**config.mk**
```make
export PLATFORM = sky130hd
export DESIGN_NAME = serial_port
export DESIGN_NICKNAME = d
export VERILOG_FILES = /design/src/rtl/serial_port_pkg.sv /design/src/rtl/baud_prescaler.sv /design/src/rtl/serial_tx_path.sv /design/src/rtl/serial_rx_path.sv /design/src/rtl/serial_port.sv
export SDC_FILE = /design/constraint.sdc
export NUM_CORES = 1
export LEC_CHECK = 0
export CORE_MARGIN = 5
export CORE_UTILIZATION = 30
export CTS_BUF_LIST = sky130_fd_sc_hd__clkbuf_4
export DETAILED_ROUTE_END_ITERATION = 8
export PLACE_DENSITY = 0.45
export SETUP_SLACK_MARGIN = 0.15
export SLEW_MARGIN = 30
export SYNTH_ARGS = -nofsm -noshare
export SYNTH_HDL_FRONTEND = slang
export SYNTH_HIERARCHICAL = 1
export SYNTH_SLANG_ARGS = --single-unit
export TNS_END_PERCENT = 10
```
**constraint.sdc**
```tcl
create_clock -name clk -period 4.9 [get_ports clk]
set_input_delay 0.735 -clock clk [delete_from_list [all_inputs] [get_ports clk]]
set_output_delay 0.735 -clock clk [all_outputs]
set_load 0.1 [all_outputs]
```
**src/rtl/serial_port_pkg.sv**
```systemverilog
// Package: shared constants, types and the coarse prescaler map for the serial port.
// Assumes all coarse ratios are powers of two, so they are stored as shift amounts.
package serial_port_pkg;

    localparam int SEL_W      = 3;
    localparam int FRAME_BITS = 10;   // start + 8 data + stop

    typedef enum logic [1:0] {
        RX_IDLE,
        RX_START,
        RX_DATA,
        RX_STOP
    } rx_state_t;

    // Maps the coarse select code to log2 of its clock ratio.
    function automatic logic [3:0] coarse_shift(input logic [SEL_W-1:0] sel);
        logic [3:0] s;
        case (sel)
            3'd0:    s = 4'd1;
            3'd1:    s = 4'd2;
            3'd2:    s = 4'd3;
            3'd3:    s = 4'd6;
            3'd4:    s = 4'd7;
            3'd5:    s = 4'd10;
            3'd6:    s = 4'd11;
            default: s = 4'd12;
        endcase
        return s;
    endfunction

endpackage

```
**src/rtl/baud_prescaler.sv**
```systemverilog
// Module: coarse clock prescaler. It emits a one-cycle tick every 2^shift cycles, or every
// 2^(shift-1) cycles when HALF is set.
// Assumes CNT_W >= 12, so the largest ratio fits. A restart pulse realigns the phase to that cycle.
module baud_prescaler
    import serial_port_pkg::*;
#(
    parameter int CNT_W = 12,
    parameter bit HALF  = 1'b0
) (
    input  logic             clk,
    input  logic             rst_n,
    input  logic             en,
    input  logic             restart,
    input  logic [SEL_W-1:0] sel,
    output logic             tick
);

    logic [3:0]     base_shift;
    logic [3:0]     eff_shift;
    logic [CNT_W:0] lim_m1;
    logic [CNT_W-1:0] cnt_q;

    assign base_shift = coarse_shift(sel);

    // Chooses the full ratio or the half ratio.
    generate
        if (HALF) begin : g_half
            assign eff_shift = base_shift - 4'd1;
        end else begin : g_full
            assign eff_shift = base_shift;
        end
    endgenerate

    assign lim_m1 = ((CNT_W+1)'(1) << eff_shift) - (CNT_W+1)'(1);
    assign tick   = en && !restart && ({1'b0, cnt_q} == lim_m1);

    // Free-running division counter, cleared on reset, on disable and on restart.
    always_ff @(posedge clk) begin
        if (!rst_n || !en || restart) begin
            cnt_q <= '0;
        end else if (tick) begin
            cnt_q <= '0;
        end else begin
            cnt_q <= cnt_q + CNT_W'(1);
        end
    end

endmodule

```
**src/rtl/serial_tx_path.sv**
```systemverilog
// Module: 8N1 transmitter. It accepts a byte when enabled and idle. Each bit lasts (div+1)
// prescaler ticks, and busy stays high until the stop bit has ended.
// Assumes the prescaler is restarted by the accept pulse, so the first bit is full length.
module serial_tx_path
    import serial_port_pkg::*;
#(
    parameter int DIV_W  = 12,
    parameter int DATA_W = 8
) (
    input  logic              clk,
    input  logic              rst_n,
    input  logic              en,
    input  logic              start,
    input  logic [DATA_W-1:0] byte_in,
    input  logic [DIV_W-1:0]  div,
    input  logic              tick,
    output logic              accept,
    output logic              txd,
    output logic              busy
);

    localparam int IDX_W = $clog2(FRAME_BITS);

    logic [DATA_W:0]   shreg_q;
    logic [IDX_W-1:0]  idx_q;
    logic [DIV_W-1:0]  bcnt_q;
    logic              txd_q;
    logic              busy_q;

    assign accept = en && start && !busy_q;
    assign txd    = txd_q;
    assign busy   = busy_q;

    // Frame sequencer: loads the byte and shifts one bit out per bit period.
    always_ff @(posedge clk) begin
        if (!rst_n || !en) begin
            busy_q  <= 1'b0;
            txd_q   <= 1'b1;
            idx_q   <= '0;
            bcnt_q  <= '0;
            shreg_q <= '1;
        end else if (accept) begin
            busy_q  <= 1'b1;
            txd_q   <= 1'b0;
            shreg_q <= {1'b1, byte_in};
            idx_q   <= '0;
            bcnt_q  <= '0;
        end else if (busy_q && tick) begin
            if (bcnt_q == div) begin
                bcnt_q <= '0;
                if (idx_q == IDX_W'(FRAME_BITS - 1)) begin
                    busy_q <= 1'b0;
                    txd_q  <= 1'b1;
                end else begin
                    txd_q   <= shreg_q[0];
                    shreg_q <= {1'b1, shreg_q[DATA_W:1]};
                    idx_q   <= idx_q + IDX_W'(1);
                end
            end else begin
                bcnt_q <= bcnt_q + DIV_W'(1);
            end
        end
    end

    // Checker: counts prescaler ticks over a frame to confirm its length.
    logic [31:0] chk_ticks_q;
    always_ff @(posedge clk) begin
        if (!rst_n || accept) begin
            chk_ticks_q <= '0;
        end else if (busy_q && tick) begin
            chk_ticks_q <= chk_ticks_q + 32'd1;
        end
    end

    assert_start_low_R4: assert property (@(posedge clk) disable iff (!rst_n)
        $rose(busy_q) |-> !txd_q);

    assert_frame_len_R5: assert property (@(posedge clk) disable iff (!rst_n)
        ($fell(busy_q) && en) |-> (chk_ticks_q == 32'(FRAME_BITS) * (32'(div) + 32'd1)));

    assert_busy_ignores_write_R6: assert property (@(posedge clk) disable iff (!rst_n)
        (busy_q && start && en && !tick) |=> (busy_q && $stable(idx_q)));

endmodule

```
**src/rtl/serial_rx_path.sv**
```systemverilog
// Module: 8N1 receiver. It synchronizes rxd and restarts its half-rate prescaler at the start
// edge. It samples the start bit after (div+1) half-ticks and every later bit after 2*(div+1).
// Assumes the prescaler it drives through restart gives ticks at half the bit-clock ratio.
module serial_rx_path
    import serial_port_pkg::*;
#(
    parameter int DIV_W  = 12,
    parameter int DATA_W = 8
) (
    input  logic              clk,
    input  logic              rst_n,
    input  logic              en,
    input  logic              rxd,
    input  logic [DIV_W-1:0]  div,
    input  logic              htick,
    input  logic              rd_clr,
    output logic              restart,
    output logic [DATA_W-1:0] byte_out,
    output logic              avail
);

    localparam int IDX_W = $clog2(DATA_W);

    rx_state_t         state_q;
    logic              rx_m_q, rx_s_q;
    logic [DIV_W:0]    hcnt_q;
    logic [DIV_W:0]    target;
    logic [IDX_W-1:0]  idx_q;
    logic [DATA_W-1:0] shreg_q;
    logic [DATA_W-1:0] byte_q;
    logic              avail_q;

    assign restart  = en && (state_q == RX_IDLE) && !rx_s_q;
    assign target   = (state_q == RX_START) ? {1'b0, div} : {div, 1'b1};
    assign byte_out = byte_q;
    assign avail    = avail_q;

    // Two-flop synchronizer for the asynchronous line.
    always_ff @(posedge clk) begin
        if (!rst_n) begin
            rx_m_q <= 1'b1;
            rx_s_q <= 1'b1;
        end else begin
            rx_m_q <= rxd;
            rx_s_q <= rx_m_q;
        end
    end

    // Receive sequencer: finds the start, samples at mid-bit and stores the byte when the stop bit is high.
    always_ff @(posedge clk) begin
        if (!rst_n) begin
            state_q <= RX_IDLE;
            hcnt_q  <= '0;
            idx_q   <= '0;
            shreg_q <= '0;
            byte_q  <= '0;
            avail_q <= 1'b0;
        end else begin
            if (rd_clr) begin
                avail_q <= 1'b0;
            end
            if (!en) begin
                state_q <= RX_IDLE;
                hcnt_q  <= '0;
            end else begin
                case (state_q)
                    RX_IDLE: begin
                        if (!rx_s_q) begin
                            state_q <= RX_START;
                            hcnt_q  <= '0;
                        end
                    end
                    default: begin
                        if (htick) begin
                            if (hcnt_q == target) begin
                                hcnt_q <= '0;
                                case (state_q)
                                    RX_START: begin
                                        state_q <= rx_s_q ? RX_IDLE : RX_DATA;
                                        idx_q   <= '0;
                                    end
                                    RX_DATA: begin
                                        shreg_q <= {rx_s_q, shreg_q[DATA_W-1:1]};
                                        if (idx_q == IDX_W'(DATA_W - 1)) begin
                                            state_q <= RX_STOP;
                                        end else begin
                                            idx_q <= idx_q + IDX_W'(1);
                                        end
                                    end
                                    default: begin
                                        if (rx_s_q) begin
                                            byte_q  <= shreg_q;
                                            avail_q <= 1'b1;
                                        end
                                        state_q <= RX_IDLE;
                                    end
                                endcase
                            end else begin
                                hcnt_q <= hcnt_q + (DIV_W+1)'(1);
                            end
                        end
                    end
                endcase
            end
        end
    end

    assert_avail_from_stop_R7: assert property (@(posedge clk) disable iff (!rst_n)
        $rose(avail_q) |-> ($past(state_q) == RX_STOP && $past(rx_s_q)));

    assert_read_clears_R8: assert property (@(posedge clk) disable iff (!rst_n)
        (rd_clr && state_q != RX_STOP) |=> !avail_q);

endmodule

```
**src/rtl/serial_port.sv**
```systemverilog
// Module: top of the serial port. It holds the control word, decodes register accesses and
// connects one prescaler per direction to the transmit and receive paths.
// Assumes a single-cycle register strobe. Reads are combinational on addr.
module serial_port
    import serial_port_pkg::*;
#(
    parameter int DIV_W  = 12,
    parameter int DATA_W = 8,
    parameter int CNT_W  = 12
) (
    input  logic        clk,
    input  logic        rst_n,
    input  logic        wr_en,
    input  logic        rd_en,
    input  logic        addr,
    input  logic [31:0] wdata,
    output logic [31:0] rdata,
    input  logic        rxd,
    output logic        txd
);

    localparam int SEL_LO = 1;
    localparam int SEL_HI = SEL_LO + SEL_W - 1;
    localparam int DIV_LO = SEL_HI + 1;
    localparam int DIV_HI = DIV_LO + DIV_W - 1;
    localparam int AVAIL_BIT = 30;
    localparam int BUSY_BIT  = 31;

    logic              en_q;
    logic [SEL_W-1:0]  sel_q;
    logic [DIV_W-1:0]  div_q;
    logic              tx_tick, rx_htick;
    logic              tx_accept, rx_restart;
    logic              tx_busy, rx_avail;
    logic [DATA_W-1:0] rx_byte;
    logic [31:0]       ctrl_rd;
    logic              data_wr, data_rd;

    assign data_wr = wr_en && addr;
    assign data_rd = rd_en && addr;

    // Control word register: enable, coarse select and fine divider.
    always_ff @(posedge clk) begin
        if (!rst_n) begin
            en_q  <= 1'b0;
            sel_q <= '0;
            div_q <= '0;
        end else if (wr_en && !addr) begin
            en_q  <= wdata[0];
            sel_q <= wdata[SEL_HI:SEL_LO];
            div_q <= wdata[DIV_HI:DIV_LO];
        end
    end

    // Read mux: packs the status flags and the fields into the selected word.
    always_comb begin
        ctrl_rd                  = '0;
        ctrl_rd[0]               = en_q;
        ctrl_rd[SEL_HI:SEL_LO]   = sel_q;
        ctrl_rd[DIV_HI:DIV_LO]   = div_q;
        ctrl_rd[AVAIL_BIT]       = rx_avail;
        ctrl_rd[BUSY_BIT]        = tx_busy;
        rdata = addr ? {{(32-DATA_W){1'b0}}, rx_byte} : ctrl_rd;
    end

    baud_prescaler #(.CNT_W(CNT_W), .HALF(1'b0)) u_tx_pre (
        .clk(clk), .rst_n(rst_n), .en(en_q), .restart(tx_accept),
        .sel(sel_q), .tick(tx_tick)
    );

    baud_prescaler #(.CNT_W(CNT_W), .HALF(1'b1)) u_rx_pre (
        .clk(clk), .rst_n(rst_n), .en(en_q), .restart(rx_restart),
        .sel(sel_q), .tick(rx_htick)
    );

    serial_tx_path #(.DIV_W(DIV_W), .DATA_W(DATA_W)) u_tx (
        .clk(clk), .rst_n(rst_n), .en(en_q), .start(data_wr),
        .byte_in(wdata[DATA_W-1:0]), .div(div_q), .tick(tx_tick),
        .accept(tx_accept), .txd(txd), .busy(tx_busy)
    );

    serial_rx_path #(.DIV_W(DIV_W), .DATA_W(DATA_W)) u_rx (
        .clk(clk), .rst_n(rst_n), .en(en_q), .rxd(rxd), .div(div_q),
        .htick(rx_htick), .rd_clr(data_rd), .restart(rx_restart),
        .byte_out(rx_byte), .avail(rx_avail)
    );

    assert_disable_idle_R10: assert property (@(posedge clk) disable iff (!rst_n)
        !en_q |=> (txd && !tx_busy));

    assert_disabled_no_start_R2: assert property (@(posedge clk) disable iff (!rst_n)
        (!en_q && !tx_busy) |=> !tx_busy);

endmodule

```
==> qor.yml, run 1 <==
status: "finished clean"
cts_hold_buf: 0
clk_pin_slew_ns: 0.15
power.share.sequential: 0.518
port_buffers: 40
num_antenna_cells: 0
critical-path-slowest-cell: "dfxtp_4"
cts_resized: 1
synth_warnings: 6
max_freq_mhz: 232
clock_path_buffers: 2
area_growth_pct: 10.3
critPathMaxFanout: 16
crit_top_cell: "nor2_1"
finalHoldViolCount: 0
final_layout_size_suffix_gt1_frac: 0.139
setup_viol: 0
p_int_w: 0.00116
fin_util: 0.337
async_flop_share: 0
netlist_area_um2: 6420
fin_area_um2: 7080
cts_tree: "yes"
setup_slack_ns: 0.585
final_nets: 807
place_ws_ns: 0.183
synth-edff-count: 0
crit_required_ns: 5.27
ys_seq_elements: 103
die_h_um: 156
cp-start-kind: "flip-flop"
initial_core_util: 0.305
track_usage: 0.124
rsz0062_at_grt: "no"
worstSkewPairLatency_ns: 0.48
place_congestion: 0.804
tightest_slew_ns: 0.961
cap_violations: 0
cts_root_buf: "clkbuf_4"
hold_class: "flip-flop to flip-flop"
post_dp_cell_area_um2: 6890
skew_ns: 0.0217
routedWlPerCell_um: 14.6
drt_wl_total_um: 15100
critPathKind: "flip-flop to flip-flop"
cts_setup_buffers: 0
clockPowerShare: 0.309
drt_iter0_markers: 224
dr.pass1.iters: 4
hold_ws_ns: 0.429
htreeDepth: 3
antenna_found_initial: 0
max_stage_delay_ns: 0.47
crit_arrival_ns: 4.69
overflow: 0
seq_area_frac_synth: 0.321
avgSynthCellArea_um2: 8.86
irDropWorstVdd_uv: 111
path_cells: "nand2_1 -> nor2_1 -> a21o_1 -> inv_1 -> ha_1 -> or2b_1 -> nor2_1 -> o21ai_0 -> ha_1 -> nor4b_1 -> a21oi_1 -> o21ai_1 -> xnor2_1 -> nand3_1 -> nor2_1 -> nor2b_4 -> nand3_1 -> a21oi_1 -> nand4_2 -> mux2i_1 -> nor2b_1"
num_vias: 4924
clock_sinks: 103
tns_ns: 0
avgViaCountPerCell: 4.79
grt_max_degree: 41
route.detailed.drc: 0
fp-row-count: 53
synthCells: 724
maxSlewHeadroom: 0.358
power_density_nw_per_um2: 235
timing.final.crit_share: 0.881
die_w_um: 156
io_pins: 71
grt_pass1_vias: 4809
final_common_cell: "dfxtp_1"
grt_pass1_wl_um: 24800
hpwl_um: 11200
path_buf_inv: 1
die_area_um2: 24400
fp.coreArea_um2: 21000
critPathTopFamily: "simple AND/OR/NAND/NOR gates"
synthFlopType: "dfxtp_1"
p_sw_w: 0.000507
endpoint_kind: "flip-flop"
drt.antenna.violating_nets: 0
min_period_ns: 4.31
final_cell_mix: "dfxtp_1 (101), nand2_1 (94), mux2i_1 (51), xor2_1 (48), nor2_1 (40)"
cts_buffers: 9
combPwrFrac: 0.173
p_leak_nw: 2.69
slew_viol_final: 0
swShare: 0.304
synth_cell_types: 82
flip-flops by register name, summed over array words and instances (netlist names), 3 cells and up:
| signal | flops |
|---|---|
| u_tx/shreg_q | 8 |
| u_rx/byte_out | 8 |
| u_rx/shreg_q | 8 |
| u_rx_pre/cnt_q | 12 |
| u_rx/hcnt_q | 13 |
| u_tx_pre/cnt_q | 12 |
| u_tx/idx_q | 4 |
| div_q | 12 |
| u_rx/idx_q | 3 |
| sel_q | 3 |
| u_tx/bcnt_q | 12 |
worst register-to-register path: cells and delay by family (launching register included):
kind                     cells  cell delay [ns]
multiplexers                 1             0.27
AND/OR/NAND/NOR             11             1.99
XOR/XNOR                     1             0.18
flip-flops                   1             0.47
adder cells (fa/ha/maj)      2             0.52
AO/OA/AOI/OAI                5             0.76
buffers and inverters        1             0.05
per-stage QoR:
stage | total power (W) | instances
2_1_floorplan | 0.00112 | 737
3_3_place_gp | 0.00117 | 1013
3_5_place_dp | 0.00117 | 1013
4_1_cts | 0.00169 | 1029
5_1_grt | 0.00175 | 1029
6_report | 0.00167 | 1029
Yosys cell counts (6+ instances only):
library cell	number	share of area
xnor2_1	32	0.044
buf_2	7	0.0055
nor2_2	13	0.013
nand3b_1	6	0.0070
nor2b_1	25	0.024
a21oi_1	20	0.016
xor2_1	48	0.066
nand3_1	28	0.022
nor3_2	8	0.012
nand4_1	11	0.011
mux2i_1	51	0.080
nand2b_1	9	0.0088
dfxtp_1	103	0.32
and2_1	7	0.0068
mux2_2	9	0.016
inv_1	17	0.0099
nor2_1	40	0.023
nor3_1	20	0.016
ha_1	20	0.039
buf_6	9	0.016
and3_1	13	0.013
nand2_1	94	0.055
o211ai_1	6	0.0070
buf_4	17	0.020
o21ai_0	10	0.0078
clkbuf_1	14	0.0082
power by group through the flow:
stage / logic [W] / registers [W] / clock network (W)
after detailed placement: 0.000287 / 0.000882 / 0
after floorplan: 0.000243 / 0.000874 / 0
after CTS: 0.000288 / 0.000865 / 0.000542
after global routing: 0.000311 / 0.000867 / 0.000574
after global placement: 0.000283 / 0.000882 / 0
final: 0.000288 / 0.000863 / 0.000516
area by class of cell:
cell class              instances  area (µm²)
flip-flops and latches        103        2070
clock buffers                  10        75.1
repair buffers                 50         425
clock inverters                 6        93.8
multi-input cells             568        4010
inverters                      17        63.8
well taps                     275         344
fillers                      2219       13900
kinds of logic after synthesis:
family	count (synthesis)	share of synthesized area
flops	103	0.321
fa+ha+maj	20	0.0390
xor+xnor	81	0.112
simple gates	317	0.279
compound gates	75	0.0872
mux	60	0.0954
buf+inv	66	0.0647
other cells	2	0.00117
path summary, 6_finish.rpt:
check | cells after the start | end | slack (ns) | startpoint
setup / recovery | 21 | u_rx/shreg_q[5]$_SDFFE_PN0P_ | 0.59 | sel_q[1]$_SDFFE_PN0P_
hold / removal | 1 | u_rx/rx_s_q$_SDFF_PN1_ | 0.43 | u_rx/rx_m_q$_SDFF_PN1_
setup reg to reg | 21 | u_rx/shreg_q[5]$_SDFFE_PN0P_ | 0.59 | sel_q[1]$_SDFFE_PN0P_
hold reg to reg | 1 | u_rx/rx_s_q$_SDFF_PN1_ | 0.43 | u_rx/rx_m_q$_SDFF_PN1_
per-layer routing:
metal	GRT usage	share of wire	vias up
met5	0	0	-
met4	0.0343	0.012	0
met3	0.0196	0.028	16
met2	0.200	0.46	69
met1	0.173	0.50	2315
li1	-	-	2524
Note: power is estimated with default switching activity, not from simulation.
==> run 2, diff against run 1 <==
--- a/config.mk
+++ b/config.mk
@@ -14,6 +14,5 @@
 export SLEW_MARGIN = 30
 export SYNTH_ARGS = -nofsm -noshare
 export SYNTH_HDL_FRONTEND = slang
-export SYNTH_HIERARCHICAL = 1
 export SYNTH_SLANG_ARGS = --single-unit
-export TNS_END_PERCENT = 10
+export TNS_END_PERCENT = 50
==> run 2 against run 1 <==
Against the previous run:
- synthesized cell count up 10%
- global-route usage up 1.8 points
- first-iteration DRC count up 26%
- area after synthesis up 0.37%
- power up 3.2%
- largest cell class unchanged
- largest power group unchanged
- cell count up 6.1%
- highest routed layer unchanged
- non-clock buffer count up 4
- wire length up 15%
==> qor.yml, run 2 <==
grt_pass1_vias: 5313  # was 4809
rsz0062_at_grt: "yes"  # was no
yosysTopAreaCellShare: 0.320  # was 0.321
die_h_um: 157  # was 156 µm
synth-edff-count: 0  # unchanged
crit_required_ns: 5.33  # was 5.27 ns
crit_arrival_ns: 4.95  # was 4.69 ns
status: "finished clean"  # unchanged
max_stage_delay_ns: 0.60  # was 0.47 ns
met1_length_um: 8220  # was 7480 µm
die_w_um: 157  # was 156 µm
track_usage: 0.142  # was 0.124
drt.antenna.violating_nets: 0  # unchanged
critPathMaxFanout: 9  # was 16
cts_hold_buf: 0  # unchanged
clock_sinks: 103  # unchanged
cap_violations: 0  # unchanged
synthCells: 799  # was 724
final_cell_mix: "dfxtp_1 (103), nand2_1 (98), nand3_1 (43), nor2_1 (43), xor2_1 (34)"  # was dfxtp_1 (101), nand2_1 (94), mux2i_1 (51), xor2_1 (48), nor2_1 (40)
power_w: 0.00172  # was 0.00167 W
swShare: 0.302  # was 0.304
hold_class: "flip-flop to flip-flop"  # unchanged
synth_warnings: 0  # was 6
wl_met2_um: 8350  # was 6980 µm
clk_pin_slew_ns: 0.18  # was 0.15 ns
hold_ws_ns: 0.482  # was 0.429 ns
p_leak_nw: 2.55  # was 2.69 nW
drt_wl_total_um: 17300  # was 15100 µm
num-fill-cells: 2220  # was 2219
grt_pass1_wl_um: 28000  # was 24800 µm
netlist_top_cells_count: "dfxtp_1 (103), nand2_1 (98), nor2_1 (44)"  # was dfxtp_1 (103), nand2_1 (94), mux2i_1 (51)
clockPowerShare: 0.340  # was 0.309
netlist_area_um2: 6440  # was 6420 µm²
io_pins: 71  # unchanged
critPathTopFamily: "simple AND/OR/NAND/NOR gates"  # unchanged
synth_area_leaders: "dfxtp_1 (32%), nand2_1 (5.7%), mux2i_1 (5.1%)"  # was dfxtp_1 (32%), mux2i_1 (8.0%), xor2_1 (6.6%)
synthFlopType: "dfxtp_1"  # unchanged
route.detailed.drc: 0  # unchanged
yosys.area.top_type: "dfxtp_1"  # unchanged
combPwrFrac: 0.161  # was 0.173
drt_iter0_markers: 283  # was 224
final_layout_size_suffix_gt1_frac: 0.0956  # was 0.139
synth.most_common_cell: "dfxtp_1"  # unchanged
path_cells: "inv_1 -> nand3_1 -> o21ai_0 -> inv_1 -> ha_1 -> or4b_2 -> ha_1 -> xnor2_1 -> a2111o_1 -> or3_1 -> nor4b_2 -> nand3_1 -> or3b_1 -> a31oi_1"  # was nand2_1 -> nor2_1 -> a21o_1 -> inv_1 -> ha_1 -> or2b_1 -> nor2_1 -> o21ai_0 -> ha_1 -> nor4b_1 -> a21oi_1 -> o21ai_1 -> xnor2_1 -> nand3_1 -> nor2_1 -> nor2b_4 -> nand3_1 -> a21oi_1 -> nand4_2 -> mux2i_1 -> nor2b_1
p_int_w: 0.00120  # was 0.00116 W
cts_tree: "yes"  # unchanged
slew_viol_final: 0  # unchanged
routed.top_layer: "met4"  # unchanged
power_density_nw_per_um2: 239  # was 235 nW/µm²
irDropWorstVdd_uv: 145  # was 111 µV
overflow: 0  # unchanged
timing.final.crit_share: 0.921  # was 0.881
tns_ns: 0  # unchanged
path_buf_inv: 2  # was 1
ys_seq_elements: 103  # unchanged
top_register: "u_rx.hcnt_q"  # was u_rx/hcnt_q
antenna_found_initial: 1  # was 0
fin_area_um2: 7180  # was 7080 µm²
clock_path_buffers: 2  # unchanged
p_sw_w: 0.000519  # was 0.000507 W
skew_ns: 0.0231  # was 0.0217 ns
seq_area_frac_synth: 0.320  # was 0.321
async_flop_share: 0  # unchanged
final_common_cell: "dfxtp_1"  # unchanged
cp-start-kind: "flip-flop"  # unchanged
dr.pass1.iters: 5  # was 4
area_growth_pct: 11.5  # was 10.3%
largest_register_ff_count: 13  # unchanged
critical-path-slowest-cell: "or4b_2"  # was dfxtp_4
maxSlewHeadroom: 0.356  # was 0.358
port_buffers: 40  # unchanged
cts_resized: 0  # was 1
die_area_um2: 24500  # was 24400 µm²
fp-row-count: 53  # unchanged
min_period_ns: 4.51  # was 4.31 ns
power.share.sequential: 0.500  # was 0.518
critPathKind: "flip-flop to flip-flop"  # unchanged
place_congestion: 0.831  # was 0.804
grt_max_degree: 44  # was 41
num_vias: 5671  # was 4924
cts_setup_buffers: 0  # unchanged
tightest_slew_ns: 0.963  # was 0.961 ns
wl_met3_um: 482  # was 416 µm
worstSkewPairLatency_ns: 0.49  # was 0.48 ns
finalHoldViolCount: 0  # unchanged
routedWlPerCell_um: 15.8  # was 14.6 µm
setup_viol: 0  # unchanged
fp.coreArea_um2: 21100  # was 21000 µm²
avgViaCountPerCell: 5.19  # was 4.79
synth_cell_types: 71  # was 82
cts_root_buf: "clkbuf_4"  # unchanged
final_nets: 866  # was 807
post_dp_cell_area_um2: 6970  # was 6890 µm²
max_freq_mhz: 222  # was 232 MHz
cts_buffers: 9  # unchanged
avgSynthCellArea_um2: 8.06  # was 8.86 µm²
initial_core_util: 0.305  # about the same
htreeDepth: 3  # unchanged
endpoint_kind: "flip-flop"  # unchanged
hpwl_um: 13000  # was 11200 µm
[run 2: area by class of cell]
cell class                 instances  area, µm²  share of cell area
tap                              275        344              0.0479
clock inverter                     7        126              0.0176
clock buffer                       9       67.6             0.00941
antenna                            1       2.50            0.000348
sequential                       103       2060               0.287
inverter                          18       67.6             0.00941
multi-input combinational        625       4050               0.564
timing repair buffer              54        460              0.0641
[run 2: worst paths after layout]
check | start | endpoint | slack, ns | cells after the start
min | u_rx.idx_q[1]$_SDFFE_PN0P_ | u_rx.idx_q[1]$_SDFFE_PN0P_ | 0.48 | 2
min reg2reg | u_rx.idx_q[1]$_SDFFE_PN0P_ | u_rx.idx_q[1]$_SDFFE_PN0P_ | 0.48 | 2
max | sel_q[0]$_SDFFE_PN0P_ | u_rx.hcnt_q[9]$_SDFFE_PN0P_ | 0.39 | 14
max reg2reg | sel_q[0]$_SDFFE_PN0P_ | u_rx.hcnt_q[9]$_SDFFE_PN0P_ | 0.39 | 14
[run 2: kinds of logic after synthesis]
family                   after synthesis  share of synthesized area
buffers and inverters                 84                     0.0616
multiplexers                          38                     0.0600
flip-flops                           103                      0.320
XOR/XNOR                              57                     0.0775
AND/OR/NAND/NOR                      359                      0.298
adder cells (fa/ha/maj)               17                     0.0330
AO/OA/AOI/OAI                        139                      0.148
other                                  2                    0.00117
[run 2: layer usage]
metal / vias up / global-route usage
li1: 2841 / -
met1: 2711 / 0.191
met2: 107 / 0.236
met3: 12 / 0.0160
met4: 0 / 0.0463
met5: - / 0
[run 2: worst reg2reg max path, cell delays in order, from the launching register on]
cell	delay, ns
dfxtp_1	0.52
inv_1	0.18
nand3_1	0.11
o21ai_0	0.14
inv_1	0.09
ha_1	0.21
or4b_2	0.60
ha_1	0.33
xnor2_1	0.13
a2111o_1	0.40
or3_1	0.41
nor4b_2	0.40
nand3_1	0.33
or3b_1	0.46
a31oi_1	0.17
[run 2: through the flow]
| step | cells | utilization | setup slack, ns |
|---|---|---|---|
| detailed placement | 1075 | 0.331 | 0.313 |
| finish | 1092 | 0.341 | 0.386 |
| floorplan | 812 | - | 0.160 |
| CTS | 1091 | 0.340 | 0.282 |
| global placement | 1075 | 0.330 | 0.424 |
| global route | 1092 | 0.341 | 0.0767 |
[run 2: power by group through the flow]
stage | clock network, W | logic, W | registers, W
6_report | 0.000584 | 0.000276 | 0.000859
5_1_grt | 0.000638 | 0.000296 | 0.000862
4_1_cts | 0.000605 | 0.000277 | 0.000860
3_5_place_dp | 0 | 0.000276 | 0.000878
3_3_place_gp | 0 | 0.000273 | 0.000877
2_1_floorplan | 0 | 0.000221 | 0.000870
